===== src/rtl/tty_io_pkg.sv =====
package tty_io_pkg;
   // One device's decoded micro-operations (instruction bits 0, 1, 2)
   typedef struct packed {
      logic xfer;   // value 4: transfer
      logic clr;    // value 2: clear flag
      logic tst;    // value 1: skip on flag
   } dev_ops_t;

   localparam logic [2:0] IO_OPCODE = 3'b110;
endpackage


===== src/rtl/tty_io_decode.sv =====
module tty_io_decode
   import tty_io_pkg::*;
#(
   parameter int WORD_W = 12,
   parameter int DEV_W = 6,
   parameter logic [DEV_W-1:0] KBD_DEV = 6'o03,
   parameter logic [DEV_W-1:0] PRN_DEV = 6'o04
) (
   input  logic              valid_i,
   input  logic [WORD_W-1:0] instr_i,
   output dev_ops_t          kbd_ops_o,
   output dev_ops_t          prn_ops_o
);
   localparam int OPS_W = 3;
   localparam int DEV_LO = OPS_W;
   localparam int DEV_HI = OPS_W + DEV_W - 1;
   localparam int OPC_LO = DEV_HI + 1;

   if (WORD_W != OPC_LO + 3) begin : g_bad_width
      $error("tty_io_decode: WORD_W must equal DEV_W + 6");
   end
   if (KBD_DEV == PRN_DEV) begin : g_bad_dev
      $error("tty_io_decode: device codes must differ");
   end

   logic             io_sel;
   logic [DEV_W-1:0] dev;
   dev_ops_t         ops;

   always_comb begin
      io_sel    = valid_i && (instr_i[WORD_W-1:OPC_LO] == IO_OPCODE);
      dev       = instr_i[DEV_HI:DEV_LO];
      ops       = dev_ops_t'(instr_i[OPS_W-1:0]);
      kbd_ops_o = (io_sel && dev == KBD_DEV) ? ops : '0;
      prn_ops_o = (io_sel && dev == PRN_DEV) ? ops : '0;
   end
endmodule


===== src/rtl/tty_kbd_unit.sv =====
module tty_kbd_unit
   import tty_io_pkg::*;
#(
   parameter int WORD_W = 12,
   parameter int CHAR_W = 8
) (
   input  logic              clk_i,
   input  logic              rst_ni,
   input  dev_ops_t          ops_i,
   input  logic [WORD_W-1:0] ac_i,
   input  logic              strobe_i,
   input  logic [CHAR_W-1:0] char_i,
   output logic [WORD_W-1:0] ac_o,
   output logic              ac_we_o,
   output logic              skip_o
);
   if (CHAR_W > WORD_W) begin : g_bad_char
      $error("tty_kbd_unit: CHAR_W exceeds WORD_W");
   end

   logic              flag_q;
   logic [CHAR_W-1:0] buf_q;
   logic [WORD_W-1:0] char_ext;

   if (WORD_W > CHAR_W) begin : g_ext
      assign char_ext = {{(WORD_W - CHAR_W){1'b0}}, buf_q};
   end else begin : g_same
      assign char_ext = buf_q;
   end

   always_comb begin
      skip_o  = ops_i.tst && flag_q;
      ac_we_o = ops_i.clr || ops_i.xfer;
      ac_o    = (ops_i.clr ? '0 : ac_i) | (ops_i.xfer ? char_ext : '0);
   end

   always_ff @(posedge clk_i or negedge rst_ni) begin
      if (!rst_ni) begin
         flag_q <= 1'b0;
         buf_q  <= '0;
      end else begin
         if (strobe_i) begin
            flag_q <= 1'b1;        // new character outranks a clear
            buf_q  <= char_i;
         end else if (ops_i.clr) begin
            flag_q <= 1'b0;
         end
      end
   end

   p_strobe_loads_r2: assert property (@(posedge clk_i) disable iff (!rst_ni)
      strobe_i |=> (flag_q && buf_q == $past(char_i)));
   p_clear_flag_r4: assert property (@(posedge clk_i) disable iff (!rst_ni)
      (ops_i.clr && !strobe_i) |=> !flag_q);
   p_flag_hold_r5: assert property (@(posedge clk_i) disable iff (!rst_ni)
      (!ops_i.clr && !strobe_i) |=> (flag_q == $past(flag_q)));
   p_race_set_r7: assert property (@(posedge clk_i) disable iff (!rst_ni)
      (ops_i.clr && strobe_i) |=> flag_q);
endmodule


===== src/rtl/tty_prn_unit.sv =====
module tty_prn_unit
   import tty_io_pkg::*;
#(
   parameter int WORD_W = 12,
   parameter int CHAR_W = 8,
   parameter bit SUPPRESS_ZERO = 1'b1
) (
   input  logic              clk_i,
   input  logic              rst_ni,
   input  dev_ops_t          ops_i,
   input  logic [WORD_W-1:0] ac_i,
   input  logic              done_i,
   output logic              skip_o,
   output logic [CHAR_W-1:0] char_o,
   output logic              start_o
);
   if (CHAR_W > WORD_W) begin : g_bad_char
      $error("tty_prn_unit: CHAR_W exceeds WORD_W");
   end

   logic              flag_q, busy_q;
   logic              emit, finish;
   logic [CHAR_W-1:0] out_char;

   assign out_char = ac_i[CHAR_W-1:0];

   if (SUPPRESS_ZERO) begin : g_sup
      assign emit = |out_char;
   end else begin : g_all
      assign emit = 1'b1;
   end

   always_comb begin
      skip_o = ops_i.tst && flag_q;
      finish = busy_q && done_i;
   end

   always_ff @(posedge clk_i or negedge rst_ni) begin
      if (!rst_ni) begin
         flag_q  <= 1'b0;
         busy_q  <= 1'b0;
         start_o <= 1'b0;
         char_o  <= '0;
      end else begin
         flag_q  <= (flag_q && !ops_i.clr) || finish || (ops_i.xfer && !emit);
         start_o <= ops_i.xfer && emit;
         if (ops_i.xfer && emit) begin
            busy_q <= 1'b1;
            char_o <= out_char;
         end else if (finish) begin
            busy_q <= 1'b0;
         end
      end
   end

   p_start_pulse_r9: assert property (@(posedge clk_i) disable iff (!rst_ni)
      (ops_i.xfer && emit) |=> (start_o && char_o == $past(out_char)));
   p_done_sets_r9: assert property (@(posedge clk_i) disable iff (!rst_ni)
      finish |=> flag_q);
   p_busy_flag_r11: assert property (@(posedge clk_i) disable iff (!rst_ni)
      (ops_i.xfer && ops_i.clr && emit) |=> !flag_q);
   p_clr_flag_r8: assert property (@(posedge clk_i) disable iff (!rst_ni)
      (ops_i.clr && !ops_i.xfer && !finish) |=> !flag_q);

   if (SUPPRESS_ZERO) begin : g_zero_chk
      p_zero_silent_r10: assert property (@(posedge clk_i) disable iff (!rst_ni)
         (ops_i.xfer && out_char == '0) |=> (flag_q && !start_o));
   end
endmodule


===== src/rtl/tty_io_ctrl.sv =====
module tty_io_ctrl
   import tty_io_pkg::*;
#(
   parameter int WORD_W = 12,
   parameter int CHAR_W = 8,
   parameter int DEV_W = 6,
   parameter logic [DEV_W-1:0] KBD_DEV = 6'o03,
   parameter logic [DEV_W-1:0] PRN_DEV = 6'o04,
   parameter bit SUPPRESS_ZERO = 1'b1
) (
   input  logic              clk_i,
   input  logic              rst_ni,
   input  logic              io_valid,
   input  logic [WORD_W-1:0] io_instr,
   input  logic [WORD_W-1:0] ac_in,
   output logic [WORD_W-1:0] ac_out,
   output logic              ac_we,
   output logic              skip_req,
   input  logic              kbd_strobe,
   input  logic [CHAR_W-1:0] kbd_char,
   output logic [CHAR_W-1:0] prn_char,
   output logic              prn_start,
   input  logic              prn_done
);
   dev_ops_t          kbd_ops, prn_ops;
   logic [WORD_W-1:0] kbd_ac;
   logic              kbd_we, kbd_skip, prn_skip;

   tty_io_decode #(
      .WORD_W(WORD_W), .DEV_W(DEV_W), .KBD_DEV(KBD_DEV), .PRN_DEV(PRN_DEV)
   ) u_dec (
      .valid_i(io_valid), .instr_i(io_instr),
      .kbd_ops_o(kbd_ops), .prn_ops_o(prn_ops)
   );

   tty_kbd_unit #(.WORD_W(WORD_W), .CHAR_W(CHAR_W)) u_kbd (
      .clk_i(clk_i), .rst_ni(rst_ni), .ops_i(kbd_ops), .ac_i(ac_in),
      .strobe_i(kbd_strobe), .char_i(kbd_char),
      .ac_o(kbd_ac), .ac_we_o(kbd_we), .skip_o(kbd_skip)
   );

   tty_prn_unit #(
      .WORD_W(WORD_W), .CHAR_W(CHAR_W), .SUPPRESS_ZERO(SUPPRESS_ZERO)
   ) u_prn (
      .clk_i(clk_i), .rst_ni(rst_ni), .ops_i(prn_ops), .ac_i(ac_in),
      .done_i(prn_done), .skip_o(prn_skip), .char_o(prn_char),
      .start_o(prn_start)
   );

   always_comb begin
      ac_we    = kbd_we;
      ac_out   = kbd_we ? kbd_ac : ac_in;
      skip_req = kbd_skip || prn_skip;
   end

   p_only_one_dev_r1: assert property (@(posedge clk_i) disable iff (!rst_ni)
      $countones({kbd_ops != '0, prn_ops != '0}) <= 1);
   p_no_write_idle_r1: assert property (@(posedge clk_i) disable iff (!rst_ni)
      !io_valid |-> (!ac_we && !skip_req));
   p_prn_no_write_r12: assert property (@(posedge clk_i) disable iff (!rst_ni)
      (prn_ops != '0) |-> !ac_we);
endmodule


===== config.mk =====
export PLATFORM = sky130hd
export DESIGN_NAME = tty_io_ctrl
export DESIGN_NICKNAME = d
export VERILOG_FILES = /design/src/rtl/tty_io_pkg.sv /design/src/rtl/tty_io_decode.sv /design/src/rtl/tty_kbd_unit.sv /design/src/rtl/tty_prn_unit.sv /design/src/rtl/tty_io_ctrl.sv
export SDC_FILE = /design/constraint.sdc
export NUM_CORES = 1
export LEC_CHECK = 0
export BUFFER_PORTS_ARGS = -buffer_cell sky130_fd_sc_hd__buf_2
export CAP_MARGIN = 20
export CELL_PAD_IN_SITES_DETAIL_PLACEMENT = 1
export CELL_PAD_IN_SITES_GLOBAL_PLACEMENT = 1
export CORE_ASPECT_RATIO = 1.1
export CORE_MARGIN = 1.5
export CORE_UTILIZATION = 34
export DETAILED_ROUTE_END_ITERATION = 8
export MAX_ROUTING_LAYER = met4
export PLACE_DENSITY_LB_ADDON = 0.25
export SYNTH_ARGS = -nofsm -noshare
export SYNTH_HDL_FRONTEND = slang
export SYNTH_SLANG_ARGS = --single-unit

===== constraint.sdc =====
create_clock -name clk_i -period 3 [get_ports clk_i]
set_clock_uncertainty 0.2 [all_clocks]
set_input_delay 0.15 -clock clk_i [delete_from_list [all_inputs] [get_ports clk_i]]
set_output_delay 0.15 -clock clk_i [all_outputs]
set_load 0.01 [all_outputs]

==> run summary, run 1 <==
Status: complete, no violations
Antenna violations before repair: 0
Via count: 932
Crit-path leading delay family: simple AND/OR/NAND/NOR gates
Remaining antenna violation count: 0
Drt drc: 0
Htree depth: 1
Syn Area/Cell: 13.1 um^2
Fin crit period: 2.16 ns
TritonCTS clock tree: built
Worst skew pair latency: 0.30 ns
Row cnt: 20
Resized cells post-CTS: 0
EDFF count, synth: 0
Max stage delay cell, worst path: nand3_1
Synth area leaders: dfrtp_1 (50%), mux2_2 (9.0%), mux2_4 (9.0%), a22o_1 (7.9%), and2_1 (3.1%)
TritonCTS Sinks: 20
Clk pwr share: 0.246
Post-Layout Cell Count: 189
Full die area: 0.00327 mm^2
Layout cells sized above 1: 0.532
Clock transition at path regs: 0.10 ns
Sequential cell area fraction in the yosys report: 0.502
First-pass GRT wire length: 4430 um
Total gr overflow: 0
Initial Util: 0.359
Sw frac: 0.246
Dominant cell type by area after synthesis: dfrtp_1
Leak: 0.832 nW
Area Growth Syn to Fin: 55.7%
Ys Warns: 0
Root buffer cell: clkbuf_4
Final Max Tran Viols: 0
Synth top area share: 0.502
Synthesized area: 997 um^2
Total track usage: 0.205
Internal: 0.000389 W
Vias per Instance: 4.93
Synthesized Nets: 113
Antenna fix cells: 0
VDD IR max: 0.278 mV
Final period util: 0.721
Most frequent cell after synthesis: dfrtp_1
Worst hold slack: 0.0349 ns
Maximum fanout along the worst path: 14
I/O pin cnt: 60
Final Setup Violations: 0
Clock Path Buffers: 2
# placed instances: 165
Synth cell count leaders: dfrtp_1 (20), a22o_1 (9), mux2_2 (8)
Final Hold Fails: 0
Post-Route Setup TNS: 0 ns
Startpoint Class: input port
Register-to-register setup slack: 1.89 ns
Core region area: 0.00278 mm^2
Largest net degree at the start of global routing: 21
DP Area: 0.00132 mm^2
PortBufs: 59
Vias in the first global route: 976
Synth Instances: 76
Pwr per Cell Area: 332 mW/mm^2
Crit path DAT: 1.81 ns
Slowest Stage Delay on Critical Path: 0.48 ns
Max Freq: 0.462 GHz
Wirelength per Cell: 14.8 um
Comb pwr share: 0.194
Die X: 54.6 um
CP bufs+invs: 2
# Post-CTS Setup Buffers: 0
Worst hold path type: input port to flip-flop
Final GP Congestion: 0.696
Nets: 195
Die height: 59.8 um
RSZ-0062 raised after global routing: no
Async SR Flop Fraction: 1.00
Crit path kind: input port to primary output
Final core occ: 0.559
Post-synth top flop: dfrtp_1
Critical path data required time: 2.65 ns
Detailed placement HPWL: 2010 um
Initial DRT Pass Iterations: 4
Net switching power: 0.000127 W
Worst-margin pin slew: 0.519 ns
Number of synthesized register bits: 20
Cell variety after synth: 26
Design area: 0.00155 mm^2
Worst path cell trace: buf_2, nand4b_1, nor4_4, nand3_1, a22o_2, buf_2
Reg power frac: 0.561
Crit. End Element: primary output
Post-Route WL: 2800 um
Most frequent CP cell: buf_2
Max cap viols: 0
Initial DRC count: 14
Total CTS buffers: 3
Relative slew slack: 0.653
[registers in the layout, summed over array words and instances, names as in the netlist]
signal and count:
u_kbd.buf_q 8, u_kbd.flag_q 1, u_prn.busy_q 1, u_prn.char_o 8
u_prn.flag_q 1, u_prn.start_o 1
[stage by stage]
step | worst slack, ns | power (W)
after detailed placement | 0.861 | 0.000375
after floorplan | 1.33 | 0.000326
final | 0.836 | 0.000516
after CTS | 0.859 | 0.000525
after global placement | 0.908 | 0.000371
after global routing | 0.646 | 0.000541
[power by group through the flow]
| stage | Sequential, W | Combinational (W) | Clock (W) |
|---|---|---|---|
| 2_1_floorplan | 0.000293 | 0.0000332 | 0 |
| 3_3_place_gp | 0.000294 | 0.0000777 | 0 |
| 3_5_place_dp | 0.000295 | 0.0000805 | 0 |
| 4_1_cts | 0.000289 | 0.000100 | 0.000135 |
| 5_1_grt | 0.000291 | 0.000110 | 0.000140 |
| 6_report | 0.000289 | 0.000100 | 0.000127 |
[cells in the final DEF (no fill, tap or decap)]
master	count
mux2_4	6
nor2_1	3
a211o_2	1
or4_4	1
nand4b_1	1
a21o_1	1
a22o_2	1
clkbuf_4	3
a22o_1	9
nor2_2	1
nand4b_4	1
and3_1	2
nand2_1	2
a22oi_1	1
o21ai_0	1
nor3b_2	1
nand2b_1	1
mux2_2	8
inv_1	2
nand3_1	2
dfrtp_1	20
dlygate4sd3_1	21
nor4_4	1
buf_2	59
a31oi_1	1
or4_1	1
and2_1	5
[per-layer routing]
layer / GRT usage / wire (um) / vias up
li1: - / - / 448
met1: 0.219 / 1100 / 448
met2: 0.354 / 1530 / 32
met3: 0.0300 / 129 / 4
met4: 0.107 / 53 / 0
met5: - / 0 / -
[cells by family (layout without fill, tap and decap cells)]
family / Yosys count / after routing / share of synthesized area
buf+inv: 5 / 85 / 0.0213
simple gates: 22 / 22 / 0.171
mux: 14 / 14 / 0.181
compound gates: 15 / 15 / 0.125
flops: 20 / 20 / 0.502
[worst reg2reg max path, delay by kind of cell, from the launching register on]
family | cells | cell delay, ns
buffers and inverters | 1 | 0.05
AOI/OAI and AO/OA | 2 | 0.36
DFF | 1 | 0.40
[repair_timing]
item / 4_1_cts / 5_1_grt
endpoints found under the hold margin: 40 / 0
endpoints found under the setup margin: 0 / 0
hold buffers: 21 / 0
[cell type report]
| class | count | area (um^2) |
|---|---|---|
| flip-flops and latches | 20 | 500 |
| fillers | 306 | 1220 |
| well taps | 33 | 41.3 |
| inverters | 2 | 7.51 |
| clock buffers | 3 | 22.5 |
| multi-input cells | 51 | 475 |
| repair buffers | 80 | 505 |
[worst paths after layout]
kind                              endpoint  cells past startpoint         start
setup / recovery                 ac_out[3]                      6   io_instr[9]
hold / removal                u_prn.flag_q                      3   io_instr[1]
setup reg to reg              u_prn.flag_q                      3  u_prn.flag_q
hold reg to reg               u_kbd.flag_q                      1  u_kbd.flag_q
max in group asynchronous  u_prn.char_o[7]                      2        rst_ni
min in group asynchronous  u_prn.char_o[2]                      2        rst_ni
No activity file was read; power rests on OpenSTA's default activity.
==> run 2: changes to the inputs <==
--- a/config.mk
+++ b/config.mk
@@ -5,13 +5,14 @@
 export SDC_FILE = /design/constraint.sdc
 export NUM_CORES = 1
 export LEC_CHECK = 0
+export ABC_AREA = 1
 export BUFFER_PORTS_ARGS = -buffer_cell sky130_fd_sc_hd__buf_2
 export CAP_MARGIN = 20
 export CELL_PAD_IN_SITES_DETAIL_PLACEMENT = 1
 export CELL_PAD_IN_SITES_GLOBAL_PLACEMENT = 1
 export CORE_ASPECT_RATIO = 1.1
 export CORE_MARGIN = 1.5
-export CORE_UTILIZATION = 34
+export CORE_UTILIZATION = 29
 export DETAILED_ROUTE_END_ITERATION = 8
 export MAX_ROUTING_LAYER = met4
 export PLACE_DENSITY_LB_ADDON = 0.25
==> constraint.sdc (replaced) <==
create_clock -name clk_i -period 2.2 [get_ports clk_i]
set_clock_uncertainty 0.2 [all_clocks]
set_input_delay 0.11 -clock clk_i [delete_from_list [all_inputs] [get_ports clk_i]]
set_output_delay 0.11 -clock clk_i [all_outputs]
set_load 0.01 [all_outputs]
==> run 2 against run 1 <==
The flow now finishes with violations (hold timing); wire length rose by 27%; die area rose by 31%; sequential power rose by 36%; utilization fell by 6.8 points; sequential share of layout area fell by 4.6 points; first-iteration DRC count rose by 130%; synthesized cell count rose by 110%.
==> run summary, run 2 <==
Status: complete, but fails checks
Failing checks: hold timing
Max stage delay cell, worst path: dlygate4sd3_1
Row cnt: 23 (+15%)
Full die area: 0.00427 mm^2 (+31%)
First-pass GRT wire length: 6160 um (+39%)
Ys Warns: 0 (unchanged)
Busiest grt layer: met2
Synthesized area: 0.00113 mm^2 (+13%)
Post-synth top flop: dfrtp_1
Initial DRC count: 32 (+18)
Wirelength per Cell: 11.9 um (-20%)
Max Freq: 0.521 GHz
Internal: 0.000709 W (+82%)
Relative slew slack: 0.712 (+0.0589)
Initial DRT Pass Iterations: 4 (unchanged)
VDD IR max: 0.236 mV (-15%)
Largest registers: u_kbd.buf_q (8), u_prn.char_o (8)
Final Setup Violations: 0 (unchanged)
Most common cell after layout, fill and taps aside: nand2_1
Fin crit period: 1.92 ns
PortBufs: 59 (unchanged)
Total gr overflow: 0 (unchanged)
Critical path data required time: 1.89 ns (-0.76 ns)
Root buffer cell: clkbuf_8
Max cap viols: 0 (unchanged)
Worst path cell trace: dlygate4sd3_1, buf_2, inv_1, nor2_1, nand3_2, inv_1, nor2_1, buf_2
Met3 Use GR: 0.0214 (-0.00862)
Worst hold path type: input port to flip-flop
Final GP Congestion: 0.774 (+11%)
Final Hold Fails: 1 (+1)
Sw frac: 0.238 (-0.00802)
Most frequent cells in the layout: nand2_1 (67), buf_2 (59), dlygate4sd3_1 (28), dfrtp_1 (20)
Grt met2 use: 0.368 (+0.0145)
Drt drc: 0 (unchanged)
Vias in the first global route: 1,433 (+47%)
Worst hold slack: -0.0104 ns (-0.0454 ns)
Hold buffer count at cts: 28 (+33%)
Initial Util: 0.306 (-0.0530)
Resized cells post-CTS: 0 (unchanged)
Post-Route Setup TNS: 0 ns (unchanged)
# Post-CTS Setup Buffers: 0 (unchanged)
Largest net degree at the start of global routing: 21 (unchanged)
Synth Instances: 162 (+110%)
Post-Route WL: 3550 um (+27%)
Startpoint Class: input port
Net switching power: 0.000221 W (+74%)
Nets: 287 (+47%)
Async SR Flop Fraction: 1.00 (unchanged)
Met1 Use GR: 0.204 (-0.0157)
Final Max Tran Viols: 0 (unchanged)
Antenna violations before repair: 0 (unchanged)
Remaining antenna violation count: 0 (unchanged)
Final core occ: 0.491 (-0.0678)
Crit path kind: input port to primary output
Slowest Stage Delay on Critical Path: 0.52 ns (+0.04 ns)
EDFF count, synth: 0 (unchanged)
Number of synthesized register bits: 20 (unchanged)
Die height: 68.4 um (+14%)
Comb pwr share: 0.174 (-0.020)
TritonCTS clock tree: built
TritonCTS Sinks: 20 (unchanged)
Synth top area share: 0.444 (-0.0579)
Worst skew pair latency: 0.26 ns (-0.04 ns)
Maximum fanout along the worst path: 11 (-3)
Leak: 1.02 nW (+23%)
Dominant cell type by area after synthesis: dfrtp_1
Synthesized Nets: 199 (+76%)
Synth area leaders: dfrtp_1 (44%), nand2_1 (22%), nand3_1 (7.5%), nor2_1 (5.7%), nand4_1 (5.5%)
Clock Path Buffers: 2 (unchanged)
Area Growth Syn to Fin: 60.5%
Final period util: 0.872
Syn Area/Cell: 6.96 um^2 (-47%)
Crit path DAT: 1.61 ns (-0.20 ns)
Detailed placement HPWL: 2460 um (+22%)
Antenna fix cells: 0 (unchanged)
Die X: 62.4 um (+14%)
Clock transition at path regs: 0.08 ns (-0.02 ns)
RSZ-0062 raised after global routing: no
Pwr per Cell Area: 514 mW/mm^2 (+55%)
I/O pin cnt: 60 (unchanged)
Htree depth: 1 (unchanged)
Crit. End Element: primary output
Layout cells sized above 1: 0.281 (-0.251)
Worst-margin pin slew: 0.432 ns (-0.0869 ns)
Total track usage: 0.186 (-0.0182)
Sequential cell area fraction in the yosys report: 0.444 (-0.0579)
Most frequent cell after synthesis: nand2_1
Clk pwr share: 0.403 (+0.157)
Vias per Instance: 4.40 (-11%)
Total CTS buffers: 3 (unchanged)
Reg power frac: 0.423 (-0.138)
Via count: 1,317 (+41%)
Cell variety after synth: 17 (-35%)
Core region area: 0.00368 mm^2 (+33%)
Synth cell count leaders: nand2_1 (67), dfrtp_1 (20), nand3_1 (17), nor2_1 (17), inv_1 (16)
==> run 2: cell count changes after synthesis, moves of 9 or more <==
| cell | change |
|---|---|
| nor2_1 | +14 |
| nand4_1 | +10 |
| nand2_1 | +65 |
| inv_1 | +14 |
| a22o_1 | -9 |
| nand3_1 | +15 |
==> run 2: worst paths after layout <==
path	from	end	slack (ns)	depth (start not counted)
worst max-delay path	io_instr[4]	ac_out[11]	0.28	8
worst min-delay path	io_instr[3]	u_prn.start_o	-0.01	4
worst max register to register	u_kbd.buf_q[6]	u_kbd.buf_q[6]	1.35	2
worst min register to register	u_prn.char_o[3]	u_prn.char_o[3]	0.27	2
max in group asynchronous	rst_ni	u_kbd.buf_q[6]	1.37	2
min in group asynchronous	rst_ni	u_prn.busy_q	0.13	2
==> run 2: area by class of cell <==
cell class,count,area [um^2]
Timing Repair Buffer,88,583
Clock buffer,3,41.3
Clock inverter,1,30.0
Inverter,17,63.8
Sequential cell,20,500
Multi-Input combinational cell,120,528
Tap cell,50,62.6
Fill cell,498,1870
==> run 2: cells by family (layout without fill, tap and decap cells) <==
family,count (synthesis),after routing,synth area share
and+or+nand+nor,118,118,0.459
buffers and inverters,22,109,0.0877
DFF,20,20,0.444
AOI/OAI and AO/OA,2,2,0.00887
==> run 2: worst max-delay path, delay by kind of cell <==
| family | cells | cell delay, ns |
|---|---|---|
| buf+inv | 5 | 1.01 |
| simple gates | 3 | 0.49 |
==> run 2: layer usage <==
layer  share of wire  vias to the layer above
met5               0                        -
met4          0.0048                        0
met3           0.026                        2
met2            0.52                       31
met1            0.44                      603
li1                -                      681
==> run 2: power by group through the flow <==
stage | logic (W) | registers, W | clock network [W]
2_1_floorplan | 0.0000532 | 0.000400 | 0
3_3_place_gp | 0.000121 | 0.000400 | 0
3_5_place_dp | 0.000123 | 0.000401 | 0
4_1_cts | 0.000161 | 0.000394 | 0.000379
5_1_grt | 0.000182 | 0.000396 | 0.000397
6_report | 0.000162 | 0.000394 | 0.000375
==> run 2: through the flow <==
stage	instances	instance area, um^2	total power [W]	hold slack, ns	setup WS (ns)
floorplan	162	1130	0.000453	-0.386	1.13
global placement	267	1460	0.000521	-0.119	0.747
detailed placement	267	1460	0.000524	-0.112	0.738
CTS	299	1810	0.000935	0.00336	0.261
global route	299	1810	0.000975	0.0348	0.138
finish	299	1810	0.000931	-0.0104	0.281
==> run 3: changes to the inputs <==
--- a/config.mk
+++ b/config.mk
@@ -10,7 +10,6 @@
 export CAP_MARGIN = 20
 export CELL_PAD_IN_SITES_DETAIL_PLACEMENT = 1
 export CELL_PAD_IN_SITES_GLOBAL_PLACEMENT = 1
-export CORE_ASPECT_RATIO = 1.1
 export CORE_MARGIN = 1.5
 export CORE_UTILIZATION = 29
 export DETAILED_ROUTE_END_ITERATION = 8
==> run 3 against run 2 <==
Largest cell class unchanged; sequential share of layout area increased by 0.13 points; utilization decreased by 0.30 points; cell count decreased by 0.33%; largest power group unchanged; critical path depth unchanged; wire length increased by 0.87%; setup slack got worse by 0.020 ns; sequential cell count unchanged; count of clock-buffer cells in the layout increased by 1; final area decreased by 0.48%; clock power decreased by 25%; sequential power about the same; the run now ends clean.
==> run summary, run 3 (same netlist as run 2, synthesis figures left out) <==
Max stage delay cell, worst path: dlygate4sd3_1
VDD IR max: 0.245 mV (+3.7%)
Remaining antenna violation count: 0 (unchanged)
TritonCTS clock tree: built
R2r endpoint: u_prn.flag_q
Final Hold Fails: 0 (-1)
Comb pwr share: 0.194 (+0.020)
Reg2reg start: u_prn.busy_q
Worst hold path type: input port to flip-flop
Vias in the first global route: 1,377 (-3.9%)
Max cap viols: 0 (unchanged)
Register-to-register setup slack: 1.36 ns (about the same)
Htree depth: 1 (unchanged)
DP Area: 0.00146 mm^2 (-0.17%)
Clock Path Buffers: 2 (unchanged)
Area Growth Syn to Fin: 59.7%
Detailed placement HPWL: 2490 um (+1.4%)
Resized cells post-CTS: 0 (unchanged)
Fin crit period: 1.94 ns (+0.0203 ns)
Nets: 288 (+0.35%)
Worst path cell trace: dlygate4sd3_1, buf_2, nand2_1, nor2_1, nand3_2, inv_1, nor2_1, buf_2
Vias per Instance: 4.47 (+1.6%)
RSZ-0062 raised after global routing: no
R2R cell count: 2 (unchanged)
Final GP Congestion: 0.737 (-4.7%)
Most frequent cells in the layout: nand2_1 (67), buf_2 (59), dlygate4sd3_1 (29), dfrtp_1 (20)
Largest registers: u_kbd.buf_q (8), u_prn.char_o (8)
Net switching power: 0.000213 W (-3.6%)
TritonCTS Sinks: 20 (unchanged)
Worst-margin pin slew: 0.460 ns (+0.0284 ns)
Clk pwr share: 0.337 (-0.066)
First-pass GRT wire length: 6220 um (+0.89%)
Design area: 0.00180 mm^2 (-0.48%)
Post-Route Setup TNS: 0 ns (unchanged)
Final core occ: 0.488 (-0.00304)
Reg power frac: 0.469 (+0.046)
HP Start: io_instr[8]
Leak: 1.02 nW (about the same)
Maximum fanout along the worst path: 11 (unchanged)
Initial DRT Pass Iterations: 4 (unchanged)
Via count: 1,333 (+1.2%)
PortBufs: 59 (unchanged)
Max Freq: 0.516 GHz (-1.0%)
Final Setup Violations: 0 (unchanged)
Largest net degree at the start of global routing: 21 (unchanged)
Internal: 0.000627 W (-12%)
Wirelength per Cell: 12.0 um (+1.2%)
Root buffer cell: clkbuf_8
Most common cell after layout, fill and taps aside: nand2_1
Startpoint Class: input port
Critical path data required time: 1.89 ns (about the same)
I/O pin cnt: 60 (unchanged)
Pwr per Cell Area: 467 mW/mm^2 (-9.3%)
Worst hold slack: 0.0764 ns (+0.0868 ns)
Antenna fix cells: 0 (unchanged)
Crit path DAT: 1.63 ns (+0.02 ns)
Relative slew slack: 0.693 (-0.0189)
Full die area: 0.00427 mm^2 (about the same)
Crit-path leading delay family: buffers and inverters
Post-Route WL: 3580 um (+0.87%)
Sw frac: 0.254 (+0.0161)
Initial Util: 0.306 (-0.000415)
Layout cells sized above 1: 0.280 (-0.00112)
Total track usage: 0.197 (+0.0107)
Drt drc: 0 (unchanged)
Crit. End Element: primary output
Die X: 65.4 um (+4.7%)
Initial DRC count: 59 (+84%)
Crit path kind: input port to primary output
Antenna violations before repair: 0 (unchanged)
Worst skew pair latency: 0.26 ns (about the same)
Total gr overflow: 0 (unchanged)
Hold path depth: 6 (+2)
Total CTS buffers: 3 (unchanged)
Core region area: 0.00369 mm^2 (+0.14%)
Status: complete, no violations
Final Max Tran Viols: 0 (unchanged)
CP bufs+invs: 4 (-1)
Hold Path Sink: u_prn.start_o
Row cnt: 22 (-4.3%)
Slowest Stage Delay on Critical Path: 0.53 ns (about the same)
Clock transition at path regs: 0.07 ns (about the same)
Final period util: 0.882 (+0.00923)
Die height: 65.4 um (-4.4%)
-- run 3: area by class of cell --
class	count	area, um^2
Multi-Input combinational cell	120	528
Clock buffer	4	55.1
Inverter	17	63.8
Fill cell	502	1890
Tap cell	48	60.1
Timing Repair Buffer	89	593
Sequential cell	20	500
-- run 3: power groups by stage --
stage	clock, W	combinational [W]	sequential [W]
finish	0.000283	0.000163	0.000394
global route	0.000311	0.000183	0.000396
CTS	0.000293	0.000162	0.000394
detailed placement	0	0.000123	0.000401
global placement	0	0.000122	0.000400
floorplan	0	0.0000532	0.000400
-- run 3: how the worst max path moves through the flow --
stage / endpoint / slack [ns] / startpoint / cells after the start
floorplan: ac_out[0] / 1.13 / io_instr[9] / 7
global placement: ac_out[11] / 0.79 / io_instr[9] / 8
detailed placement: ac_out[8] / 0.74 / io_instr[5] / 8
CTS: ac_out[8] / 0.26 / io_instr[3] / 8
global route: ac_out[8] / 0.12 / io_instr[3] / 8
finish: ac_out[8] / 0.26 / io_instr[3] / 8
-- run 3: repair_timing --
action                                 in CTS  in global routing
endpoints found under the hold margin      39                  0
hold buffers                               29                  0
setup buffers                               0                  0
-- run 3: through the flow --
step / setup slack (ns) / power, W / std cells
final: 0.260 / 0.000840 / 298
after global placement: 0.794 / 0.000522 / 265
after floorplan: 1.13 / 0.000453 / 162
after CTS: 0.263 / 0.000849 / 298
after detailed placement: 0.743 / 0.000524 / 265
after global routing: 0.119 / 0.000890 / 298
-- run 3: worst register-to-register path, cell delays in order (launching register included) --
cell and delay [ns]:
dfrtp_1 0.38, nand2_1 0.08, nand3_1 0.07
-- run 3: layer usage --
metal  global-route usage  share of wire  up-vias
met2                0.348           0.50       37
met1                0.224           0.43      606
met4               0.0651          0.018        0
li1                     -              -      684
met3               0.0377          0.046        6
met5                    -              0        -
